**src/rtl/tr_route_pkg.sv**
```systemverilog
package tr_route_pkg;

  // Per-dimension routing request produced by each offset unit.
  typedef struct packed {
    logic active;  // offset in this dimension is non-zero
    logic minus;   // shorter way is the minus direction
  } dim_req_t;

endpackage

```
**src/rtl/tr_dim_offset.sv**
```systemverilog
module tr_dim_offset
  import tr_route_pkg::*;
#(
  parameter int unsigned RADIX   = 4,
  parameter int unsigned COORD_W = 2,
  parameter int unsigned LOCAL   = 0
) (
  input  logic [COORD_W-1:0] dest,
  output dim_req_t           req
);
  localparam int unsigned EXT_W = COORD_W + 2;
  localparam logic [EXT_W-1:0] RADIX_E = EXT_W'(RADIX);
  localparam logic [EXT_W-1:0] LOCAL_E = EXT_W'(LOCAL);

  logic [EXT_W-1:0] dest_e;
  logic [EXT_W-1:0] plus_dist;
  logic [EXT_W:0]   twice_dist;

  always_comb begin
    dest_e = EXT_W'(dest);
    // Hops needed going the plus way around the ring.
    if (dest_e >= LOCAL_E) plus_dist = dest_e - LOCAL_E;
    else                   plus_dist = dest_e + RADIX_E - LOCAL_E;
    twice_dist = {plus_dist, 1'b0};
    req.active = (plus_dist != '0);
    // Ties (exactly half the ring) go plus.
    req.minus  = (twice_dist > {1'b0, RADIX_E});
  end

endmodule

```
**src/rtl/tr_port_pick.sv**
```systemverilog
module tr_port_pick
  import tr_route_pkg::*;
#(
  parameter int unsigned DIMS   = 3,
  parameter int unsigned PORT_W = 3
) (
  input  dim_req_t [DIMS-1:0] req,
  output logic [PORT_W-1:0]   sel
);
  localparam logic [PORT_W-1:0] EJECT = PORT_W'(2 * DIMS);

  always_comb begin
    sel = EJECT;
    // Walk from the top down so the lowest active dimension wins.
    for (int i = DIMS - 1; i >= 0; i--) begin
      if (req[i].active) sel = PORT_W'(2 * i) | PORT_W'(req[i].minus);
    end
  end

endmodule

```
**src/rtl/tr_port_reg.sv**
```systemverilog
module tr_port_reg #(
  parameter int unsigned PORT_W = 3
) (
  input  logic              clk,
  input  logic              rst_n,
  input  logic              in_valid,
  output logic              in_ready,
  input  logic [PORT_W-1:0] in_sel,
  output logic              out_valid,
  input  logic              out_ready,
  output logic [PORT_W-1:0] out_sel
);
  assign in_ready = !out_valid || out_ready;

  always_ff @(posedge clk) begin
    if (!rst_n) begin
      out_valid <= 1'b0;
      out_sel   <= '0;
    end else if (in_ready) begin
      out_valid <= in_valid;
      if (in_valid) out_sel <= in_sel;
    end
  end

  // an accepted header shows up on the next cycle.
  a_r7_accept_latency: assert property (@(posedge clk) disable iff (!rst_n)
    in_valid && in_ready |=> out_valid);

  // a stalled decision is held unchanged.
  a_r8_hold_stable: assert property (@(posedge clk) disable iff (!rst_n)
    out_valid && !out_ready |=> out_valid && $stable(out_sel));

  // nothing is taken while stalled.
  a_r8_no_take: assert property (@(posedge clk) disable iff (!rst_n)
    out_valid && !out_ready && in_valid |=> $stable(out_sel));

endmodule

```
**src/rtl/tr_route_unit.sv**
```systemverilog
module tr_route_unit
  import tr_route_pkg::*;
#(
  parameter int unsigned RADIX   = 4,
  parameter int unsigned DIMS    = 3,
  parameter int unsigned COORD_W = $clog2(RADIX),
  parameter logic [DIMS*COORD_W-1:0] LOCAL_COORD = 'd57,
  parameter int unsigned PORT_W  = $clog2(2 * DIMS + 1)
) (
  input  logic                    clk,
  input  logic                    rst_n,
  input  logic                    hdr_valid,
  output logic                    hdr_ready,
  input  logic [DIMS*COORD_W-1:0] hdr_dest,
  output logic                    port_valid,
  input  logic                    port_ready,
  output logic [PORT_W-1:0]       port_sel
);
  localparam logic [PORT_W-1:0] EJECT = PORT_W'(2 * DIMS);

  dim_req_t [DIMS-1:0] dim_req;
  logic [PORT_W-1:0]   next_sel;

  for (genvar g = 0; g < DIMS; g++) begin : g_dim
    tr_dim_offset #(
      .RADIX  (RADIX),
      .COORD_W(COORD_W),
      .LOCAL  (int'(LOCAL_COORD[g*COORD_W +: COORD_W]))
    ) offset_i (
      .dest(hdr_dest[g*COORD_W +: COORD_W]),
      .req (dim_req[g])
    );

    // coordinates offered must lie on the ring.
    a_r4_dest_in_range: assert property (@(posedge clk) disable iff (!rst_n)
      hdr_valid |-> (int'(hdr_dest[g*COORD_W +: COORD_W]) < RADIX));
  end

  tr_port_pick #(
    .DIMS  (DIMS),
    .PORT_W(PORT_W)
  ) pick_i (
    .req(dim_req),
    .sel(next_sel)
  );

  tr_port_reg #(
    .PORT_W(PORT_W)
  ) out_i (
    .clk      (clk),
    .rst_n    (rst_n),
    .in_valid (hdr_valid),
    .in_ready (hdr_ready),
    .in_sel   (next_sel),
    .out_valid(port_valid),
    .out_ready(port_ready),
    .out_sel  (port_sel)
  );

  // a header addressed to this switch leaves by the ejection port.
  a_r2_local_eject: assert property (@(posedge clk) disable iff (!rst_n)
    hdr_valid && hdr_ready && (hdr_dest == LOCAL_COORD) |=> port_sel == EJECT);

  // any held decision carries a legal port code.
  a_r3_code_range: assert property (@(posedge clk) disable iff (!rst_n)
    port_valid |-> port_sel <= EJECT);

  // ejection is never chosen while some dimension still differs.
  a_r2_no_early_eject: assert property (@(posedge clk) disable iff (!rst_n)
    hdr_valid && hdr_ready && (hdr_dest != LOCAL_COORD) |=> port_sel != EJECT);

endmodule

```
**config.mk**
```make
export PLATFORM = sky130hd
export DESIGN_NAME = tr_route_unit
export DESIGN_NICKNAME = d
export VERILOG_FILES = /design/src/rtl/tr_route_pkg.sv /design/src/rtl/tr_dim_offset.sv /design/src/rtl/tr_port_pick.sv /design/src/rtl/tr_port_reg.sv /design/src/rtl/tr_route_unit.sv
export SDC_FILE = /design/constraint.sdc
export NUM_CORES = 1
export LEC_CHECK = 0
export BUFFER_PORTS_ARGS = -buffer_cell sky130_fd_sc_hd__buf_2
export CORE_AREA = 2 2 39 41
export CTS_CLUSTER_SIZE = 12
export DETAILED_ROUTE_END_ITERATION = 12
export DIE_AREA = 0 0 41 43
export PLACE_DENSITY = 0.46
export SYNTH_ARGS = -nofsm -noshare
export SYNTH_HDL_FRONTEND = slang
export SYNTH_SLANG_ARGS = --single-unit
```
**constraint.sdc**
```tcl
create_clock -name clk -period 2.13 [get_ports clk]
set_input_delay 0.426 -clock clk [delete_from_list [all_inputs] [get_ports clk]]
set_output_delay 0.426 -clock clk [all_outputs]
set_load 0.02 [all_outputs]
```
==> results.ini, run 1 <==
[worst_setup_path]
reg2reg_from=out_i.out_valid$_SDFFE_PN0P_
arrival_ps=980
cp-start-kind=flop
crit_type=reg -> out
reg2reg_slack_ps=1180
rr_worst_depth=4
worstPathMaxFanout=4
critPathRequiredTime_ps=1700
endpoint_kind=primary output
cp_cell_sequence=nor2b_4 > inv_2 > buf_2
cp_slowest_cell=dfxtp_1
r2r-end=out_i.out_sel[0]$_SDFFE_PN0P_
slowest_delay_ps=320

[sta]
timing.hold.ws_ps=474
worstMarginPinSlew_ps=187
setup_slack_ps=725
drv_slew=0
relSlewSlack_pct=87.5
skew_ps=0.351
report.final.hold_viol_count=0
min_period_ps=1400
rsz0062_at_grt=false
min_period_over_period_pct=65.9
setup_viol=0
clock.fmax_mhz=712
finalSetupTns_ps=0

[pwr]
leakage_uw=0.000160
seq_power_share_pct=37.5
p_comb_share_pct=18.8
clkPwrFrac_pct=43.7
peakVddDrop_mv=0.177
p_switching_uw=52.7
p_int_uw=161
p_per_area_nw_per_um2=620
switching_share_pct=24.7

[placed_design]
pre_cts_ws_ps=774
numPortBuffers=14
dp_hpwl_um=436
place_congestion=0.656

[clocking]
cts.htree.levels=1
cts_buffers=3
cts_hold_buf=0
cts_buffer_depth=2
cts_sinks=4
cts_resized=0
cts-root-buf=clkbuf_4
clk_pin_slew_ps=40
postCtsSetupBuffers=0
clk_latency_ps=230
cts_tree=built

[floorplan]
core_um2=1380
top_level_ports=15
start_util_pct=16.7
die_x_um=41
die_area_um2=1760
die_h_um=43
rows=14

[worst_hold_path]
hold_start=out_i.out_sel[2]$_SDFFE_PN0P_
min_to=out_i.out_sel[2]$_SDFFE_PN0P_
hold-path-cell-count=2
min_path_type=reg -> reg

[global_routing]
grt_pass1_vias=224
grt_util_all_layers_pct=8.53
grt_overflow=0
antenna_found_initial=0
grt_first_pass_wirelength_um=910
grt_max_degree=7

[routing]
first_pass_iters=2
wl_um=520
dr_wl_met3_um=86
avgRoutedWirePerCell_um=9.29
dr_wl_met2_um=184
postRouteAntennaNets=0
drtIter0Drc=1
top_layer=met3
vias=233
via_per_inst=4.16
drc=0
wl_met1_um=250

[logic_synthesis]
synth_top_area_share_pct=34.6
synthArstFlopShare_pct=0
avgSynthCellArea_um2=10.1
synth_edf_count=0
ys_types=17
synth_warnings=0
yosysTopAreaCell=dfxtp_1
synthesis.instances=23
yosysMostFrequentCell=dfxtp_1
syn_nets=33
ys_top_cells_by_count=4 x dfxtp_1, 2 x inv_2, 2 x nand2_1, 2 x nor2b_4
syn-cell-area_um2=231
synthTopCellsByArea=dfxtp_1 35%, nor2b_4 12%, nor4b_2 6.5%
synth_seq_cells=4
synthFlopType=dfxtp_1
yosysSeqAreaShare_pct=34.6

[layout]
fillers=143
area_growth_pct=48.6
nNetsFinal=52
diodes=0
drive_above_1_share_pct=60.0

[flow_run]
drv_cap=0

[run_status]
outcome=finished clean

## metrics by stage
step	util (%)	total power (µW)	area (µm²)	instances
5_1_grt	24.9	232	344	56
3_3_place_gp	23.2	122	322	53
6_report	24.9	213	344	56
2_1_floorplan	-	103	231	23
3_5_place_dp	23.2	121	322	53
4_1_cts	24.9	219	344	56
## routing by layer
layer / vias up / global-route usage (%)
met4: 0 / 6.00
met5: - / 0
met3: 0 / 8.38
li1: 119 / -
met2: 16 / 9.38
met1: 98 / 9.65
## state kept, by name, summed over array words and instances, names as in the netlist
signal,cells
out_i.out_valid,1
out_i.out_sel,3
## area by class of cell
type	instances	area [µm²]	area share (%)
clock buffers	3	22.5	6.55
inverters	2	7.51	2.18
multi-input cells	17	144	41.8
flip-flops and latches	4	80.1	23.3
well taps	16	20.0	5.82
repair buffers	14	70.1	20.4
## worst max-delay path by stage
| stage | startpoint | to | slack [ps] | cells past startpoint |
|---|---|---|---|---|
| floorplan | out_i.out_valid$_SDFFE_PN0P_ | hdr_ready | 970 | 2 |
| global route | out_i.out_valid$_SDFFE_PN0P_ | hdr_ready | 650 | 3 |
| finish | out_i.out_valid$_SDFFE_PN0P_ | hdr_ready | 730 | 3 |
| global placement | port_ready | hdr_ready | 770 | 4 |
| CTS | out_i.out_valid$_SDFFE_PN0P_ | hdr_ready | 710 | 3 |
| detailed placement | port_ready | hdr_ready | 770 | 4 |
## worst max-delay path: cells and delay by family, from the launching register on
kind          cells  cell delay [ps]
buf+inv           2              230
simple gates      1              200
flops             1              320
## logic make-up (layout without fill, tap and decap cells)
kind of cell,count (synthesis),after routing,share of synthesized area (%)
DFF,4,4,34.6
AOI/OAI and AO/OA,7,7,26.5
buffers and inverters,2,19,3.24
and+or+nand+nor,10,10,35.7
## cells in the final DEF (no fill, tap or decap)
master and instances:
nand4_1 1, nand2_1 2, nor4b_2 1, inv_2 2, nand2b_1 1, buf_2 14, a211oi_2 1, o211ai_1 1
a21boi_1 1, a21boi_0 1, nor2b_4 2, and2_1 1, a32o_1 1, clkbuf_4 3, o21ai_0 1, nor2b_1 1
dfxtp_1 4, nand3b_1 1, a32o_2 1
## power groups by stage
stage	Combinational [µW]	Clock (µW)	Sequential, µW
after floorplan	18.0	0	85.1
after global placement	40.8	0	81.1
after detailed placement	40.2	0	81.2
after CTS	40.5	98.6	80.1
after global routing	44.5	107	80.2
final	40.1	93.2	80.0
Note: power is estimated with default switching activity, not from simulation.
==> inputs of run 2 (changes only) <==
Clock period 2.13 ns to 1.35 ns, I/O delays scaled along.
==> results.ini, run 2 (same netlist as run 1, synthesis figures left out) <==
[routing]
drc=0  ; unchanged
drtIter0Drc=11  ; +10
vias=229  ; -1.7%
first_pass_iters=3  ; +1
via_per_inst=4.09  ; -1.7%
avgRoutedWirePerCell_um=9.38  ; +0.96%
wl_um=525  ; +0.96%
postRouteAntennaNets=0  ; unchanged

[pwr]
power_uw=340  ; +59%
peakVddDrop_mv=0.226  ; +28%
leakage_uw=0.000160  ; unchanged
p_per_area_nw_per_um2=987  ; +59%

[sta]
min_period_ps=1240
min_period_over_period_pct=91.9
rsz0062_at_grt=false
relSlewSlack_pct=87.6  ; about the same
clock.fmax_mhz=806
setup_viol=0  ; unchanged
report.final.hold_viol_count=0  ; unchanged
worstMarginPinSlew_ps=186  ; -1.04 ps
finalSetupTns_ps=0  ; unchanged
drv_slew=0  ; unchanged
skew_ps=7.71  ; +7.36 ps
setup_slack_ps=109  ; -616 ps
timing.hold.ws_ps=330  ; -144 ps

[placed_design]
pre_cts_ws_ps=319  ; -455 ps
place_congestion=0.633  ; -3.6%
dp_hpwl_um=435  ; -0.21%
numPortBuffers=14  ; unchanged

[layout]
top_register=out_i.out_sel
layout_commonest_cell=buf_2
drive_above_1_share_pct=60.0  ; unchanged
layout_common_cells=14 x buf_2, 4 x dfxtp_1, 3 x clkbuf_4
nNetsFinal=52  ; unchanged
fillers=157  ; +9.8%
diodes=0  ; unchanged
utilization_pct=24.9  ; unchanged
area_growth_pct=48.6  ; unchanged
largestRegisters=out_i.out_sel: 3 flops, out_i.out_valid: 1 flops
largest_reg_flops=3  ; unchanged

[clocking]
cts_sinks=4  ; unchanged
cts_hold_buf=0  ; unchanged
cts_buffer_depth=2  ; unchanged
cts_tree=built
clk_latency_ps=240  ; about the same
postCtsSetupBuffers=0  ; unchanged
cts_resized=0  ; unchanged
cts-root-buf=clkbuf_4
cts.htree.levels=1  ; unchanged
clk_pin_slew_ps=40  ; about the same
cts_buffers=3  ; unchanged

[worst_setup_path]
critPathRequiredTime_ps=1080  ; -620 ps
cp_slowest_cell=dfxtp_1
endpoint_kind=primary output
slowest_delay_ps=320  ; about the same
cp-start-kind=flop
rr_worst_depth=4  ; unchanged
crit_type=reg -> out
worstPathMaxFanout=4  ; unchanged
cp_cell_sequence=nor2b_4 > inv_2 > buf_2
arrival_ps=970  ; about the same

[global_routing]
use_met2_pct=6.56  ; -2.8 points
grt_util_all_layers_pct=8.02  ; -0.51 points
grt_overflow=0  ; unchanged
use_met1_pct=12.2  ; +2.5 points
antenna_found_initial=0  ; unchanged
gr-max-usage-layer=met1
grtUsageMet3_pct=4.71  ; -3.7 points
grt_first_pass_wirelength_um=869  ; -4.5%
grt_pass1_vias=213  ; -4.9%
grt_max_degree=7  ; unchanged

[floorplan]
die_x_um=41  ; unchanged
die_h_um=43  ; unchanged
top_level_ports=15  ; unchanged
start_util_pct=16.7  ; unchanged
die_area_um2=1760  ; unchanged
rows=14  ; unchanged
core_um2=1380  ; unchanged

[worst_hold_path]
hold-path-cell-count=2  ; unchanged
min_path_type=in -> reg

[flow_run]
drv_cap=0  ; unchanged

[run_status]
outcome=finished clean

run 2: cell counts in the layout (fill, tap and decap cells not counted):
Identical to the previous run, type by type.
run 2: power by group:
group | total [µW] | internal [µW] | switching (µW) | leakage, µW
logic | 63.4 | 30.1 | 33.3 | 0.000114
clock network | 150 | 99.6 | 50.5 | 0.0000138
registers | 126 | 124 | 2.16 | 0.0000328
run 2: path summary, 6_finish.rpt:
| check | from | endpoint | slack, ps |
|---|---|---|---|
| worst max-delay path | out_i.out_valid$_SDFFE_PN0P_ | hdr_ready | 110 |
| worst min-delay path | rst_n | out_i.out_valid$_SDFFE_PN0P_ | 330 |
| worst max register to register | out_i.out_valid$_SDFFE_PN0P_ | out_i.out_sel[0]$_SDFFE_PN0P_ | 400 |
| worst min register to register | out_i.out_sel[2]$_SDFFE_PN0P_ | out_i.out_sel[2]$_SDFFE_PN0P_ | 470 |
run 2: critical path: cells and delay by family, from the launching register on:
family	cells	cell delay [ps]
buf+inv	2	230
flops	1	320
simple gates	1	200
run 2: metal layers:
metal / share of wire (%) / up-vias
met1: 54 / 93
met2: 30 / 14
met5: 0 / -
li1: - / 120
met4: 1.5 / 0
met3: 14 / 2
run 2: final cells by class:
cell class | instances | area [µm²] | area share (%)
clock buffer | 3 | 22.5 | 6.55
inverter | 2 | 7.51 | 2.18
multi-input combinational | 17 | 144 | 41.8
sequential | 4 | 80.1 | 23.3
tap | 16 | 20.0 | 5.82
timing repair buffer | 14 | 70.1 | 20.4
run 2: metrics by stage:
step,instance area (µm²),std cells
floorplan,231,23
global placement,322,53
detailed placement,322,53
CTS,344,56
global route,344,56
finish,344,56
==> inputs of run 3 (changes only) <==
Settings changed: PLACE_DENSITY 0.46 to 0.36.
==> results.ini, run 3 (same netlist as run 1, synthesis figures left out) <==
[sta]
finalSetupTns_ps=0  ; unchanged
rsz0062_at_grt=false
report.final.hold_viol_count=0  ; unchanged
min_period_over_period_pct=91.0  ; -0.89 points
relSlewSlack_pct=87.6  ; about the same
min_period_ps=1230  ; -12.0 ps
drv_slew=0  ; unchanged
setup_viol=0  ; unchanged
clock.fmax_mhz=814  ; +0.98%
skew_ps=0.0620  ; -7.65 ps
setup_slack_ps=121  ; +12.0 ps
worstMarginPinSlew_ps=186  ; -0.0833 ps

[routing]
wl_um=527  ; +0.38%
postRouteAntennaNets=0  ; unchanged
via_per_inst=4.39  ; +7.4%
avgRoutedWirePerCell_um=9.41  ; +0.38%
drtIter0Drc=5  ; -6
drc=0  ; unchanged
vias=246  ; +7.4%
first_pass_iters=4  ; +1

[placed_design]
numPortBuffers=14  ; unchanged
dp_hpwl_um=485  ; +11%
pre_cts_ws_ps=316  ; -3.74 ps
place_congestion=0.609  ; -3.8%

[floorplan]
start_util_pct=16.7  ; unchanged
rows=14  ; unchanged
die_x_um=41  ; unchanged
core_um2=1380  ; unchanged
top_level_ports=15  ; unchanged
die_area_um2=1760  ; unchanged
die_h_um=43  ; unchanged

[clocking]
clk_latency_ps=230  ; about the same
cts_buffers=3  ; unchanged
clk_pin_slew_ps=30  ; about the same
cts-root-buf=clkbuf_4
postCtsSetupBuffers=0  ; unchanged
cts_buffer_depth=2  ; unchanged
cts_tree=built
cts_resized=0  ; unchanged
cts_hold_buf=0  ; unchanged
cts.htree.levels=1  ; unchanged
cts_sinks=4  ; unchanged

[worst_setup_path]
endpoint_kind=primary output
critPathRequiredTime_ps=1080  ; about the same
reg2reg_from=out_i.out_valid$_SDFFE_PN0P_
cp-start-kind=flop
worstPathMaxFanout=4  ; unchanged
crit_type=reg -> out
cp-startpoint=out_i.out_valid$_SDFFE_PN0P_
arrival_ps=960  ; about the same

[layout]
drive_above_1_share_pct=60.0  ; unchanged
largest_reg_flops=3  ; unchanged
utilization_pct=24.9  ; unchanged
layout_commonest_cell=buf_2
area_growth_pct=48.6  ; unchanged
nNetsFinal=52  ; unchanged
top_register=out_i.out_sel
layout_common_cells=14 x buf_2, 4 x dfxtp_1, 3 x clkbuf_4
largestRegisters=out_i.out_sel: 3 flops, out_i.out_valid: 1 flops
diodes=0  ; unchanged

[pwr]
p_per_area_nw_per_um2=972  ; -1.5%
switching_share_pct=24.3  ; -1.1 points
leakage_uw=0.000160  ; unchanged
p_int_uw=253  ; about the same
clkPwrFrac_pct=43.4  ; -0.8 points
power_uw=335  ; -1.5%
seq_power_share_pct=37.7  ; +0.6 points
p_comb_share_pct=19.0  ; +0.3 points
peakVddDrop_mv=0.210  ; -7.0%
p_switching_uw=81.2  ; -5.6%

[global_routing]
antenna_found_initial=0  ; unchanged
grt_util_all_layers_pct=7.92  ; -0.11 points
grt_max_degree=7  ; unchanged
grt_pass1_vias=218  ; +2.3%
grt_overflow=0  ; unchanged
grt_first_pass_wirelength_um=841  ; -3.2%

[worst_hold_path]
hold_start=hdr_valid
min_path_type=in -> reg

[flow_run]
drv_cap=0  ; unchanged

[run_status]
outcome=finished clean

==> run 3: cell counts in the layout (fill, tap and decap cells not counted) <==
Identical to the previous run, type by type.
==> run 3: stage by stage <==
| step | instance area (µm²) | hold slack, ps | cells |
|---|---|---|---|
| global placement | 322 | 469 | 53 |
| CTS | 344 | 318 | 56 |
| floorplan | 231 | 423 | 23 |
| global route | 344 | 331 | 56 |
| detailed placement | 322 | 466 | 53 |
| finish | 344 | 320 | 56 |
==> run 3: critical path, cell delays in order, from the launching register on <==
cell,delay [ps]
dfxtp_1,310
nor2b_4,190
inv_2,60
buf_2,160
==> run 3: final timing paths <==
kind	slack, ps	end	cells past startpoint
min reg2reg	470	out_i.out_sel[2]$_SDFFE_PN0P_	2
max	120	hdr_ready	3
max reg2reg	420	out_i.out_sel[0]$_SDFFE_PN0P_	4
min	320	out_i.out_sel[2]$_SDFFE_PN0P_	3
==> run 3: cell type report <==
type                       instances  area, µm²
fill                             164       1040
tap                               16       20.0
timing repair buffer              14       70.1
clock buffer                       3       22.5
sequential                         4       80.1
multi-input combinational         17        144
inverter                           2       7.51
==> run 3: power by group through the flow <==
stage	combinational (µW)	clock [µW]	sequential, µW
after floorplan	28.4	0	134
after global placement	63.7	0	128
after detailed placement	64.8	0	128
after CTS	65.0	152	126
after global routing	70.3	165	127
final	63.5	145	126
==> run 3: layer usage <==
layer,global-route usage (%),wire length (µm)
met1,8.95,195
met2,9.38,234
met3,3.14,62
met4,10.0,34
met5,0,0
